$ cat config.mk
export PLATFORM = sky130hd
export DESIGN_NAME = frac_clk_synth
export DESIGN_NICKNAME = d
export VERILOG_FILES = /design/src/rtl/fs_pkg.sv /design/src/rtl/fs_regport.sv /design/src/rtl/fs_phase_acc.sv /design/src/rtl/fs_toggle_out.sv /design/src/rtl/frac_clk_synth.sv
export SDC_FILE = /design/constraint.sdc
export NUM_CORES = 1
export LEC_CHECK = 0
export BUFFER_PORTS_ARGS = -buffer_cell sky130_fd_sc_hd__buf_4
export CORE_MARGIN = 1.5
export CORE_UTILIZATION = 25
export CTS_CLUSTER_DIAMETER = 60
export DETAILED_ROUTE_END_ITERATION = 12
export RECOVER_POWER = 100
export SETUP_SLACK_MARGIN = 0.2
export SLEW_MARGIN = 20
export SYNTH_ARGS = -nofsm -noshare
export SYNTH_HDL_FRONTEND = slang
export SYNTH_SLANG_ARGS = --single-unit
$ cat constraint.sdc
create_clock -name clk -period 8.9 [get_ports clk]
set_input_delay 1.78 -clock clk [delete_from_list [all_inputs] [get_ports clk]]
set_output_delay 1.78 -clock clk [all_outputs]
set_load 0.1 [all_outputs]
$ cat src/rtl/fs_pkg.sv
package fs_pkg;
  localparam int FACTOR_W = 17;
  localparam int FRAC_W   = 14;
  localparam int REG_W    = 32;
  localparam int SPARE_W  = REG_W - FACTOR_W;
  localparam int ACC_W    = FACTOR_W + 1;

  typedef logic [FACTOR_W-1:0] factor_t;
  typedef logic [ACC_W-1:0]    acc_t;
  typedef logic [SPARE_W-1:0]  spare_t;

  localparam factor_t UNIT = factor_t'(1) << FRAC_W;

  // Raw value to the factor actually used: zero stays zero, sub-unit clamps up
  function automatic factor_t fs_effective(input factor_t raw);
    if (raw == '0)       return '0;
    else if (raw < UNIT) return UNIT;
    else                 return raw;
  endfunction

  // One input cycle of phase advance
  function automatic acc_t fs_step(input acc_t acc);
    return acc + acc_t'(UNIT);
  endfunction

  // Crossing test: a nonzero factor reached by the advanced phase
  function automatic logic fs_cross(input acc_t nxt, input factor_t eff);
    return (eff != '0) && (nxt >= acc_t'(eff));
  endfunction
endpackage

$ cat src/rtl/fs_regport.sv
module fs_regport
  import fs_pkg::*;
#(
  parameter factor_t RESET_FACTOR = UNIT
) (
  input  logic             clk,
  input  logic             rst,
  input  logic             wr,
  input  logic             sel,
  input  logic [REG_W-1:0] wdata,
  input  logic             take,
  output factor_t          shadow_q,
  output logic             pending_q,
  output logic [REG_W-1:0] rdata
);
  spare_t spare_q;

  always_ff @(posedge clk) begin
    if (rst) begin
      spare_q   <= '0;
      shadow_q  <= RESET_FACTOR;
      pending_q <= 1'b0;
    end else begin
      if (take) pending_q <= 1'b0;
      if (wr && !sel) begin
        shadow_q  <= wdata[FACTOR_W-1:0];
        pending_q <= 1'b1;
      end
      if (wr && sel) spare_q <= wdata[REG_W-1:FACTOR_W];
    end
  end

  assign rdata = {spare_q, shadow_q};
endmodule

$ cat src/rtl/fs_phase_acc.sv
module fs_phase_acc
  import fs_pkg::*;
#(
  parameter factor_t RESET_FACTOR = UNIT
) (
  input  logic    clk,
  input  logic    rst,
  input  logic    load,
  input  factor_t load_raw,
  output logic    tick,
  output acc_t    acc_q,
  output factor_t active_eff,
  output logic    active_zero
);
  factor_t active_raw_q;
  acc_t    acc_nxt;

  assign active_eff  = fs_effective(active_raw_q);
  assign active_zero = (active_eff == '0);
  assign acc_nxt     = fs_step(acc_q);
  assign tick        = fs_cross(acc_nxt, active_eff);

  always_ff @(posedge clk) begin
    if (rst) begin
      acc_q        <= '0;
      active_raw_q <= RESET_FACTOR;
    end else begin
      if (active_zero)   acc_q <= '0;
      else if (tick)     acc_q <= acc_nxt - acc_t'(active_eff);
      else               acc_q <= acc_nxt;
      if (load) active_raw_q <= load_raw;
    end
  end
endmodule

$ cat src/rtl/fs_toggle_out.sv
module fs_toggle_out (
  input  logic clk,
  input  logic rst,
  input  logic tick,
  input  logic active_zero,
  input  logic load_zero,
  output logic clk_out,
  output logic out_rise
);
  logic out_nxt;

  always_comb begin
    if (active_zero || load_zero) out_nxt = 1'b0;
    else if (tick)                out_nxt = ~clk_out;
    else                          out_nxt = clk_out;
  end

  always_ff @(posedge clk) begin
    if (rst) begin
      clk_out  <= 1'b0;
      out_rise <= 1'b0;
    end else begin
      clk_out  <= out_nxt;
      out_rise <= out_nxt & ~clk_out;
    end
  end
endmodule

$ cat src/rtl/frac_clk_synth.sv
module frac_clk_synth
  import fs_pkg::*;
#(
  parameter factor_t RESET_FACTOR = UNIT
) (
  input  logic             clk,
  input  logic             rst,
  input  logic             reg_wr,
  input  logic             reg_sel,
  input  logic [REG_W-1:0] reg_wdata,
  output logic [REG_W-1:0] reg_rdata,
  output logic             clk_out,
  output logic             out_rise,
  output logic             zero_rate
);
  factor_t shadow_q;
  logic    pending_q;
  logic    tick;
  logic    load;
  logic    load_zero;
  acc_t    acc_q;
  factor_t active_eff;
  logic    active_zero;

  // Apply a pending factor at a toggle, or at once when stopped
  assign load      = pending_q && (tick || active_zero);
  assign load_zero = load && (fs_effective(shadow_q) == '0);
  assign zero_rate = active_zero;

  fs_regport #(.RESET_FACTOR(RESET_FACTOR)) u_regport (
    .clk(clk), .rst(rst), .wr(reg_wr), .sel(reg_sel), .wdata(reg_wdata),
    .take(load), .shadow_q(shadow_q), .pending_q(pending_q), .rdata(reg_rdata)
  );

  fs_phase_acc #(.RESET_FACTOR(RESET_FACTOR)) u_phase (
    .clk(clk), .rst(rst), .load(load), .load_raw(shadow_q), .tick(tick),
    .acc_q(acc_q), .active_eff(active_eff), .active_zero(active_zero)
  );

  fs_toggle_out u_out (
    .clk(clk), .rst(rst), .tick(tick), .active_zero(active_zero),
    .load_zero(load_zero), .clk_out(clk_out), .out_rise(out_rise)
  );
endmodule

==> Yosys cells after proc, flatten, opt, wreduce, memory -nomap -nowiden <==
Index checks and enable logic that the tools add are counted.
{ "totals": {"register_bits": 70, "latch_bits": 0, "ramBits": 0, "rom_bits": 0, "inputBits": 36, "output_inout_bits": 35, "n_memories": 0} }
{ "classes": {"add_sub_neg": 2, "n_mul": 0, "n_div": 0, "n_lt_le_gt_ge": 3, "n_eq_ne": 0, "shift": 0, "n_mux": 9, "bitwise_logic": 2, "n_reduce_logical": 15} }
{ "ops": {"columns": ["operator", "n"], "rows": [
  ["$logic_not 17->1", 4],
  ["$mux 17", 4],
  ["$lt 17x15->1 const B", 2],
  ["$add 18x15->18 const B", 1],
  ["$ge 18x17->1", 1],
  ["$mux 18", 1],
  ["$sub 18x17->18", 1],
  ["$reduce_bool 17->1", 1],
  ["$logic_and 1x1->1", 5],
  ["$mux 1", 4],
  ["$logic_or 1x1->1", 2],
  ["$reduce_bool 2->1", 1],
  ["$reduce_or 2->1", 1],
  ["$and 1x1->1", 1],
  ["$logic_not 1->1", 1],
  ["$not 1->1", 1]
]} }

==> Logic depth before layout (Yosys ltp) <==
Gate-level depths: netlist of the first run.
{ "logic_depth": {"word_depth": 11, "ltp_mapped": 14} }

==> Hierarchy <==
Synthesis of the first run repeated with hierarchy kept, for this count alone.
{ "unflattened": {"cells_unflattened": 473, "area_unflattened_um2": 4256.6} }
{ "modules_own_cells": {"columns": ["mod", "instances", "cells_each", "area_per_inst_um2"], "rows": [
  ["fs_phase_acc", 1, 292, 2418.6],
  ["fs_regport", 1, 166, 1690.4],
  ["fs_toggle_out", 1, 6, 80.1],
  ["frac_clk_synth", 1, 9, 67.6]
]} }

==> Worst setup path before layout of the first run <==
No wires, ideal clock.
{ "synth_timing": {"kind": "reg-to-output", "start": "reg u_phase.active_raw_q[16]", "end": "out zero_rate", "t_arrival_ns": 1.870, "required_time_ns": 7.120, "path_slack_ns": 5.250, "path_stages_with_launch": 6, "cell_sequence": "dfxtp_1 or3_1 clkbuf_1 nand3b_1 or2_2 inv_1"} }
{ "synth_via": {"elab_chain_len": 4, "word_cells_on_any_way": 5, "classes_between": "order compare (1); mux (2); reduce/logical (2)"} }
{ "synth_lines": {"columns": ["item", "line_no", "rtl"], "rows": [
  ["start: declaration", "fs_phase_acc.sv:15", "factor_t active_raw_q;"],
  ["start signal: assignment", "fs_phase_acc.sv:31", "if (load) active_raw_q <= load_raw;"],
  ["$lt 17x15->1", "fs_pkg.sv:17", "else if (raw < UNIT) return UNIT;"],
  ["$mux 17", "fs_pkg.sv:17", null],
  ["$mux 17 (*)", "fs_pkg.sv:16", "if (raw == '0) return '0;"],
  ["$logic_not 17->1 (*)", "fs_phase_acc.sv:19", "assign active_zero = (active_eff == '0);"],
  ["end: declaration", "frac_clk_synth.sv:14", "output logic zero_rate"]
]} }
Every way passes the cells marked *; elsewhere a longest branch is shown, timed or not.

==> Worst setup path in the final report of the first run <==
{ "layout_timing": {"start": "reg u_phase.active_raw_q[16]", "end": "reg u_phase.active_raw_q[4]"} }
{ "layout_via": {"elab_chain_len": 7, "word_cells_on_any_way": 10, "classes_between": "order compare (2); mux (2); reduce/logical (6)"} }
{ "layout_lines": {"columns": ["item", "line_no", "rtl"], "rows": [
  ["$lt 17x15->1", "fs_pkg.sv:17", null],
  ["$mux 17", "fs_pkg.sv:17", null],
  ["$mux 17 (*)", "fs_pkg.sv:16", null],
  ["$ge 18x17->1 / $reduce_bool 17->1 (equally long branches)", "fs_pkg.sv:28", "return (eff != '0) && (nxt >= acc_t'(eff));"],
  ["$logic_and 1x1->1", "fs_pkg.sv:28", null],
  ["$logic_or 1x1->1 (*)", "frac_clk_synth.sv:26", "assign load = pending_q && (tick || active_zero);"],
  ["$logic_and 1x1->1 (*)", "frac_clk_synth.sv:26", null]
]} }
Marks and branches as above.
A chain may end at the register's enable or synchronous reset.

==> results.yml, run 1 <==
run_status:
  status: "completed"
detailed_routing:
  vias: 3542
  dr.first_iter.drc_count: 183
  route.detailed.drc: 0
  dr.pass1.iters: 5
  viasPerCell: 4.90
  drtAntennaViolNets: 0
  wirelength_um: 10100
  wire_per_inst_um: 13.9
synthesis:
  yosysSeqAreaShare_pct: 36.4
  ys.warnings.count: 0
  async_flop_share_pct: 0
  netlist_instances: 478
  synth_fp_nets: 533
  synth_seq_cells: 70
  netlist_area_um2: 3850
  synth_cell_types: 55
  postSynthAreaPerCell_um2: 8.05
  synth_top_flop_cell: "dfxtp_1"
  synth_edf_count: 0
global_routing:
  grt_max_degree: 70
  grt_pass1_wl_um: 17300
  grt_pass1_vias: 3671
  antenna_found_initial: 0
  grt_usage_pct: 13.2
  grt_overflow: 0
pwr:
  pwr-share-comb_pct: 51.4
  p_sw_uw: 643
  p_per_area_nw_per_um2: 318
  leakage_nw: 1.73
  p_int_uw: 821
  p_seq_share_pct: 25.9
  peakVddDrop_mv: 0.111
  swShare_pct: 43.9
  clockPowerShare_pct: 22.7
worst_setup_path:
  criticalPathCategory: "reg2reg"
  reg2regPathDepth: 11
  worst_ep_required_time_ns: 9.15
  critPathArrivalTime_ns: 4.98
  worst-path-max-fanout: 17
  worst_setup_path_start_kind: "flop"
  worstSetupEndpointType: "flop"
  r2r_end: "u_phase.active_raw_q[4]"
  worst-r2r-setup-slack_ns: 4.17
  r2r-start: "u_phase.active_raw_q[16]"
clocking:
  clockBufferDepth: 2
  clock_latency_ns: 0.33
  clock_sinks: 70
  post_cts_buffers: 0
  htreeDepth: 3
  cts_tree: "built"
  hold_buffers: 0
  path_clk_slew_ns: 0.06
  cts_buffers: 9
  cts-root-buf: "clkbuf_16"
  cts_resized: 0
floorplanning:
  core_um2: 15100
  pin_count: 71
  fp.dieArea_um2: 16200
  die_h_um: 127
  dieWidth_um: 127
  start_util_pct: 25.4
  fp-row-count: 45
worst_hold_path:
  min-delay-start: "u_regport.spare_q[12]"
  holdPathStages: 2
  min_to: "u_regport.spare_q[12]"
  hold_class: "reg2reg"
final_layout:
  fin_nets: 587
  insertedDiodeCount: 0
  fin_util_pct: 30.3
  final_area_um2: 4590
  area_delta_synth_final_pct: 19.3
  layout_commonest_cell: "nand2_1"
  final_cell_mix: "90 x nand2_1, 70 x dfxtp_1, 57 x a21oi_1"
  post_route_cells_drive_above_1_share_pct: 10.5
  nFillCells: 1628
timing:
  fin_crit_ns: 4.73
  grt_setup_unrepaired: "false"
  fmax_mhz: 211
  hold_slack_ns: 0.453
  setup_violations: 0
  drv_slew: 0
  max_slew_margin_pct: 8.81
  worst_slew_pin_slew_ns: 1.37
  finalSetupTns_ns: 0
  finClkSkew_ns: 0.00720
  hold_violations: 0
  fin_crit_sh_pct: 53.1
placement:
  routabilityCongestion: 0.859
  portBuffers: 70
  placed_area_um2: 4490
  dp_hpwl_um: 7380
run:
  cap_viol_max_count: 0
## per-stage QoR
stage | std cells | worst slack [ns] | power (mW)
2_1_floorplan | 478 | 5.25 | 0.998
3_3_place_gp | 709 | 4.82 | 1.14
3_5_place_dp | 709 | 4.71 | 1.16
4_1_cts | 723 | 4.71 | 1.50
5_1_grt | 723 | 3.89 | 1.57
6_report | 723 | 4.17 | 1.46
## synth_stat cells, types with 2 or more instances
cell       n  share of area (%)
o21ai_0   20                2.6
and2_1     3               0.49
inv_1     10               0.98
nand3_1   17                2.2
nor2_1    14                1.4
o31ai_1    2               0.39
clkbuf_1  20                1.9
dfxtp_1   70                 36
a21o_1     6                1.2
nand2_1   90                8.8
nand2b_1  39                6.3
ha_1      18                5.8
o211ai_1   5               0.98
o32ai_1    2               0.46
or2_2      2               0.32
nand4_1    4               0.65
xor2_1     5                1.1
or3_1      3               0.49
buf_2      3               0.39
buf_1      3               0.29
nor2b_1    3               0.49
mux2i_1   20                5.2
o22ai_1    2               0.32
o21ba_2    2               0.52
nor4_1     6               0.98
o211a_1    2               0.52
xnor2_1    4               0.91
a31oi_1    3               0.49
and3_1     4               0.65
nor3_1     8                1.0
a21oi_1   57                7.4
nand3b_1   2               0.39
mux2_2     2               0.58
a211o_1    2               0.46
a211oi_1   5               0.98
## power by group through the flow
stage / combinational [mW] / clock, mW / sequential (mW)
final: 0.752 / 0.332 / 0.379
after global routing: 0.824 / 0.357 / 0.384
after CTS: 0.775 / 0.342 / 0.380
after detailed placement: 0.772 / 0 / 0.386
after global placement: 0.757 / 0 / 0.384
after floorplan: 0.547 / 0 / 0.451
## metal layers
metal / vias to the layer above / global-route usage, % / wire (um)
met5: - / 0 / 0
met4: 0 / 5.95 / 205
met3: 18 / 3.85 / 702
met2: 118 / 21.8 / 4610
met1: 1619 / 15.9 / 4560
li1: 1787 / - / -
## cell families (layout without fill, tap and decap cells)
family / Yosys count / count (layout) / synth area share (%)
flops: 70 / 70 / 36.4
fa+ha+maj: 19 / 19 / 6.37
mux: 22 / 22 / 5.78
buf+inv: 38 / 95 / 4.42
simple gates: 199 / 199 / 25.1
compound gates: 121 / 121 / 19.9
xor+xnor: 9 / 9 / 2.05
## layout make-up
| type | instances | area (um^2) | share of cell area [%] |
|---|---|---|---|
| clock buffers | 11 | 253 | 5.50 |
| clock inverters | 3 | 21.3 | 0.463 |
| inverters | 10 | 37.5 | 0.817 |
| multi-input cells | 370 | 2250 | 48.9 |
| flip-flops and latches | 70 | 1400 | 30.5 |
| well taps | 188 | 235 | 5.12 |
| repair buffers | 71 | 398 | 8.66 |
## worst max path at each step
| stage | startpoint | endpoint | cells after the start |
|---|---|---|---|
| after floorplan | u_phase.active_raw_q[16] | zero_rate | 5 |
| after global placement | u_phase.active_raw_q[16] | u_phase.active_raw_q[3] | 11 |
| after detailed placement | u_phase.active_raw_q[16] | u_phase.active_raw_q[4] | 11 |
| after CTS | u_phase.active_raw_q[16] | u_phase.active_raw_q[4] | 11 |
| after global routing | u_phase.active_raw_q[16] | u_phase.active_raw_q[9] | 11 |
| final | u_phase.active_raw_q[16] | u_phase.active_raw_q[4] | 11 |
## worst max-delay path: stages (launching register included)
cell and delay [ns]:
dfxtp_1 0.33, or3_1 0.60, nand3b_1 0.24, or2_2 0.31
o21ai_0 0.11, ha_1 0.26, a21o_1 0.19, a21o_1 0.22
a2111oi_0 0.12, o21bai_1 1.09, o31a_1 0.89, mux2i_1 0.28
## sequential cells by signal, summed over array words and instances (netlist names)
register and flops:
u_regport.pending_q 1, u_regport.spare_q 15, u_out.out_rise 1, u_out.clk_out 1, u_phase.acc_q 18, u_phase.active_raw_q 17, u_regport.shadow_q 17
(Power assumes the default switching activity.)
==> inputs of run 2 (changes only) <==
Settings changed: ABC_AREA set to 1.
Clock period 8.9 ns to 4.35 ns, I/O delays scaled along.
==> run 2 against run 1 <==
Synthesized cell count increased by 19%. Largest cell class unchanged. Hold slack improved by 0.022 ns. Critical endpoint is now u_phase.acc_q[2]. Count of clock-buffer cells in the layout decreased by 2. Combinational power rose to 3.6 times the previous value. Non-clock buffer count is the same. Sequential cell count did not move. Clock power rose to 2.5 times the previous value. Register-to-register slack got worse by 3.1 ns.
==> results.yml, run 2 <==
run_status:
  status: "completed"
worst_hold_path:
  min_to: "u_regport.spare_q[2]"
  holdPathStages: 2
  hold_class: "reg2reg"
  min-delay-start: "u_regport.spare_q[2]"
final_layout:
  post_route_cells_drive_above_1_share_pct: 11.4
  insertedDiodeCount: 0
  regMostFlops: "u_phase.acc_q"
  multi_input_area_um2: 2140
  layout_commonest_cell: "nand2_1"
  largest_register_ffs: 18
  layout.cells.non_filler: 843
  nFillCells: 1755
  fin_util_pct: 31.1
  top_regs: "u_phase.acc_q (18), u_phase.active_raw_q (17), u_regport.shadow_q (17)"
  final_cell_mix: "120 x nand2_1, 80 x nor2_1, 69 x dfxtp_1"
  final-seq-area_um2: 1400
  area_delta_synth_final_pct: 20.5
  fin_nets: 683
synthesis:
  synth_top_area_share_pct: 35.3
  post_synth_fa_ha_maj_area_fraction_pct: 6.18
  synth_cell_types: 37
  postSynthAreaPerCell_um2: 6.99
  netlist_area_um2: 3970
  yosys.area.top_type: "dfxtp_1"
  synth_top_flop_cell: "dfxtp_1"
  netlist_instances: 568
  synth_seq_cells: 70
  synth_fp_nets: 623
  ys.warnings.count: 0
  synth_edf_count: 0
  yosysSeqAreaShare_pct: 35.3
  synth_top_family_by_area: "simple AND/OR/NAND/NOR gates"
  synth-compound-area-share_pct: 16.5
  synthTopCellsByCount: "119 x nand2_1, 80 x nor2_1, 70 x dfxtp_1"
  yosys.area_share.simple_pct: 29.6
  ys_top_cells_by_area: "dfxtp_1 35%, nand2_1 11%, nor2_1 7.6%"
  synth_mux_area_share_pct: 0
  synth_xor_area_share_pct: 3.06
  async_flop_share_pct: 0
  synthMostInstantiatedCell: "nand2_1"
worst_setup_path:
  critPathArrivalTime_ns: 3.52
  path_cells: "nor2_1 -> inv_1 -> nor2_1 -> inv_1 -> nand2_1 -> ha_1 -> nand2_1 -> nand2_1 -> a21oi_1 -> nand3_1 -> nand3_1 -> nand3_4 -> nand2_1 -> inv_4 -> o21a_1"
  reg2regPathDepth: 15
  r2r-start: "u_phase.active_raw_q[16]"
  r2r_end: "u_phase.acc_q[2]"
  crit_path_max_incr_delay_ns: 0.33
  criticalPathCategory: "reg2reg"
  slowest_stage: "dfxtp_1"
  worst_ep_required_time_ns: 4.57
  worst-path-max-fanout: 21
  worstSetupEndpointType: "flop"
  worst_setup_path_start_kind: "flop"
  worst-r2r-setup-slack_ns: 1.06
  cpMostUsedCell: "nand2_1"
detailed_routing:
  dr.first_iter.drc_count: 115
  viasPerCell: 4.40
  route.detailed.drc: 0
  drtAntennaViolNets: 0
  wire_per_inst_um: 11.8
  dr.pass1.iters: 4
  vias: 3710
  wirelength_um: 9990
clocking:
  cts-root-buf: "clkbuf_16"
  cts_resized: 0
  path_clk_slew_ns: 0.06
  clock_sinks: 70
  clock_latency_ns: 0.33
  hold_buffers: 0
  cts_buffers: 9
  cts_tree: "built"
  post_cts_buffers: 0
  clockBufferDepth: 2
  htreeDepth: 3
pwr:
  p_per_area_nw_per_um2: 926
  finalPower_mw: 4.43
  leakage_nw: 2.12
  peakVddDrop_mv: 0.302
timing:
  setup_violations: 0
  max_slew_margin_pct: 19.9
  fmax_mhz: 304
  fin_crit_sh_pct: 75.7
  drv_slew: 0
  finalSetupTns_ns: 0
  fin_crit_ns: 3.29
  worst_slew_pin_slew_ns: 1.21
  hold_violations: 0
  finClkSkew_ns: 0.00404
  grt_setup_unrepaired: "false"
floorplanning:
  core_um2: 15400
  dieWidth_um: 129
  fp.dieArea_um2: 16700
  start_util_pct: 25.8
  die_h_um: 129
  pin_count: 71
  fp-row-count: 45
global_routing:
  antenna_found_initial: 0
  grt_pass1_wl_um: 16700
  grt_usage_pct: 12.5
  grt_pass1_vias: 3517
  grt_max_degree: 51
  grt_overflow: 0
placement:
  place_inst: 828
  portBuffers: 70
  dp_hpwl_um: 7530
  routabilityCongestion: 0.854
run:
  cap_viol_max_count: 0
## run 2: cell types whose count changed in the layout (fill, tap and decap cells not counted), sizes merged, moves of 20 or more
cell | previous run | this run
mux2i | 20 | 0
nand2b | 39 | 0
o21ai | 21 | 48
nor2 | 14 | 82
nand3 | 17 | 41
inv | 10 | 63
nand2 | 90 | 123
## run 2: worst max-delay path by stage
stage                               to  cells after the start  slack, ns                     start
6_report              u_phase.acc_q[2]                     15       1.06  u_phase.active_raw_q[16]
5_1_grt               u_phase.acc_q[2]                     15       0.77  u_phase.active_raw_q[16]
4_1_cts               u_phase.acc_q[2]                     15       1.32  u_phase.active_raw_q[16]
3_3_place_gp   u_phase.active_raw_q[0]                     15       1.29  u_phase.active_raw_q[16]
2_1_floorplan         u_phase.acc_q[5]                     18       1.92  u_phase.active_raw_q[16]
3_5_place_dp          u_phase.acc_q[2]                     15       1.34  u_phase.active_raw_q[16]
## run 2: cell families after synthesis
kind of cell,count (synthesis)
XOR/XNOR,13
AO/OA/AOI/OAI,119
buffers and inverters,85
AND/OR/NAND/NOR,262
adder cells (fa/ha/maj),19
flip-flops,70
## run 2: area by class of cell
class,instances,share of cell area (%)
clock buffer,9,4.70
tap,211,5.51
sequential,70,29.3
multi-input combinational,413,44.8
clock inverter,6,2.33
timing repair buffer,71,8.39
inverter,63,4.99
## run 2: per-layer routing
layer,part of all wire [%],track usage [%],up-vias
li1,-,-,1949
met1,49,16.9,1644
met2,43,19.2,101
met3,5.8,3.47,16
met4,1.8,4.49,0
met5,0,0,-
## run 2: worst max-delay path: cells and delay by family, from the launching register on
family / cells / cell delay, ns
adders and majority gates: 1 / 0.29
buffers and inverters: 3 / 0.47
DFF: 1 / 0.33
AOI/OAI and AO/OA: 2 / 0.38
and+or+nand+nor: 9 / 1.73
## run 2: where the power goes
part	internal, mW	leakage, nW	switching [mW]	total (mW)
clock network	0.557	0.161	0.284	0.841
registers	0.795	0.578	0.0993	0.895
logic	0.880	1.38	1.82	2.69
total	2.23	2.12	2.20	4.43
## run 2: stage by stage
step	hold WS, ns	worst slack [ns]	instance area, um^2
6_report	0.475	1.06	4790
5_1_grt	0.509	0.772	4790
4_1_cts	0.479	1.32	4970
3_5_place_dp	0.466	1.34	4640
3_3_place_gp	0.453	1.29	4640
2_1_floorplan	0.446	1.92	3970
==> inputs of run 3 (changes only) <==
Settings changed: ABC_AREA 1 to 0.
Clock period 4.35 ns to 3.3 ns, I/O delays scaled along.
==> run 3 against run 2 <==
Cell area up 7.2%. Routed wire length up 9.3%. Die area down 3.0%. Non-clock buffer count up 33. Hold slack worse by 0.021 ns. Cell count down 10%. Sequential cell count unchanged. Sequential share of layout area down 2.0 points. Register-to-register slack worse by 0.92 ns. Clock skew up 0.0013 ns. Critical endpoint is now u_phase.active_raw_q[8]. Largest power group unchanged. Highest routed layer unchanged.
==> results.yml, run 3 (synthesis gave the netlist of run 1 again) <==
run_status:
  status: "completed"
timing:
  hold_violations: 0
  grt_setup_unrepaired: "true"
  drv_slew: 0
  finalSetupTns_ns: 0
  worst_slew_pin_slew_ns: 1.20
  fmax_mhz: 316
  fin_crit_ns: 3.17
  finalWorstSetupSlack_ns: 0.131
  max_slew_margin_pct: 20.5
  finClkSkew_ns: 0.00538
  setup_violations: 0
  hold_slack_ns: 0.453
  fin_crit_sh_pct: 96.0
worst_hold_path:
  min_to: "u_regport.spare_q[13]"
  hold_class: "reg2reg"
  holdPathStages: 2
  min-delay-start: "u_regport.spare_q[13]"
worst_setup_path:
  criticalPathCategory: "reg2reg"
  worst-r2r-setup-slack_ns: 0.13
  worstSetupEndpointType: "flop"
  critPathTopFamily: "compound AO/OA/AOI/OAI gates"
  slowest_stage: "or3_1"
  crit_path_max_incr_delay_ns: 0.44
  critical_path_buf_inv_count: 3
  r2r-start: "u_phase.active_raw_q[16]"
  path_cells: "or3_1 -> nand3b_1 -> or2_4 -> o21ai_2 -> ha_1 -> a21o_1 -> a21o_4 -> buf_6 -> o21ai_4 -> o21bai_4 -> o31a_1 -> buf_4 -> buf_12 -> mux2i_2"
  worst-path-max-fanout: 5
  worst_ep_required_time_ns: 3.52
  reg2regPathDepth: 14
  worst_setup_path_start_kind: "flop"
  critPathArrivalTime_ns: 3.39
  r2r_end: "u_phase.active_raw_q[8]"
detailed_routing:
  dr.first_iter.drc_count: 174
  dr.pass1.iters: 4
  viasPerCell: 4.92
  vias: 3730
  wirelength_um: 10900
  route.detailed.drc: 0
  drtAntennaViolNets: 0
  wire_per_inst_um: 14.4
placement:
  dp_slack_ns: 0.0391
  place_inst: 721
  dp_hpwl_um: 7750
  routabilityCongestion: 0.938
  placed_area_um2: 4590
  portBuffers: 70
clocking:
  hold_buffers: 0
  cts_tree: "built"
  path_clk_slew_ns: 0.06
  clock_latency_ns: 0.33
  clock_sinks: 70
  htreeDepth: 3
  cts-root-buf: "clkbuf_16"
  cts_buffers: 9
  clockBufferDepth: 2
final_layout:
  top_regs: "u_phase.acc_q (18), u_phase.active_raw_q (17), u_regport.shadow_q (17)"
  area_delta_synth_final_pct: 33.3
  regMostFlops: "u_phase.acc_q"
  fin_util_pct: 33.9
  largest_register_ffs: 18
  insertedDiodeCount: 0
  final_cell_mix: "89 x nand2_1, 69 x dfxtp_1, 55 x buf_4"
  post_route_cells_drive_above_1_share_pct: 20.0
  multi_input_area_um2: 2440
  final_area_um2: 5130
  layout.cells.non_filler: 758
  layout_commonest_cell: "nand2_1"
  nFillCells: 1564
  final-seq-area_um2: 1400
  fin_nets: 620
global_routing:
  grt_pass1_wl_um: 18300
  antenna_found_initial: 0
  grt_pass1_vias: 3736
  grt_overflow: 0
  grt_max_degree: 70
  grt_usage_pct: 13.9
floorplanning:
  start_util_pct: 25.4
  fp.dieArea_um2: 16200
  dieWidth_um: 127
  pin_count: 71
  core_um2: 15100
  fp-row-count: 45
  die_h_um: 127
pwr:
  leakage_nw: 1.94
  finalPower_mw: 4.93
  peakVddDrop_mv: 0.322
  p_per_area_nw_per_um2: 961
run:
  cap_viol_max_count: 0
run 3: worst max-delay path by stage:
| stage | depth (start not counted) | end | start |
|---|---|---|---|
| floorplan | 14 | u_phase.active_raw_q[14] | u_phase.active_raw_q[16] |
| global placement | 11 | u_phase.acc_q[14] | u_phase.active_raw_q[16] |
| global route | 13 | u_phase.active_raw_q[14] | u_phase.active_raw_q[16] |
| CTS | 14 | u_phase.active_raw_q[14] | u_phase.active_raw_q[16] |
| finish | 14 | u_phase.active_raw_q[8] | u_phase.active_raw_q[16] |
| detailed placement | 11 | u_phase.acc_q[0] | u_phase.active_raw_q[16] |
run 3: what timing repair did:
| item | in CTS | in global routing |
|---|---|---|
| pin swaps | 2 | 8 |
| setup endpoints to repair | 32 | 38 |
| buffers inserted | 11 | 8 |
| resized for setup | 11 | 36 |
| cloned | 2 | 0 |
run 3: final cells by class:
| cell class | instances | share of cell area (%) |
|---|---|---|
| repair buffers | 104 | 13.8 |
| clock inverters | 4 | 1.05 |
| inverters | 10 | 0.731 |
| flip-flops and latches | 70 | 27.3 |
| clock buffers | 12 | 5.00 |
| well taps | 188 | 4.58 |
| multi-input cells | 370 | 47.5 |
run 3: power by group:
group	switching [mW]	internal, mW	total, mW
logic	1.66	1.25	2.90
registers	0.0703	0.956	1.03
clock network	0.373	0.629	1.00
run 3: worst register-to-register path, delay by kind of cell, from the launching register on:
kind / cells / cell delay, ns
AO/OA/AOI/OAI: 6 / 1.05
flip-flops: 1 / 0.32
AND/OR/NAND/NOR: 3 / 0.88
buffers and inverters: 3 / 0.43
multiplexers: 1 / 0.14
adder cells (fa/ha/maj): 1 / 0.25
run 3: per-layer routing:
layer  global-route usage (%)  vias up  part of all wire [%]
met1                     17.1     1730                    43
li1                         -     1850                     -
met4                     6.68        0                   3.0
met2                     22.4      124                    48
met3                     3.89       26                   6.0
met5                        0        -                     0
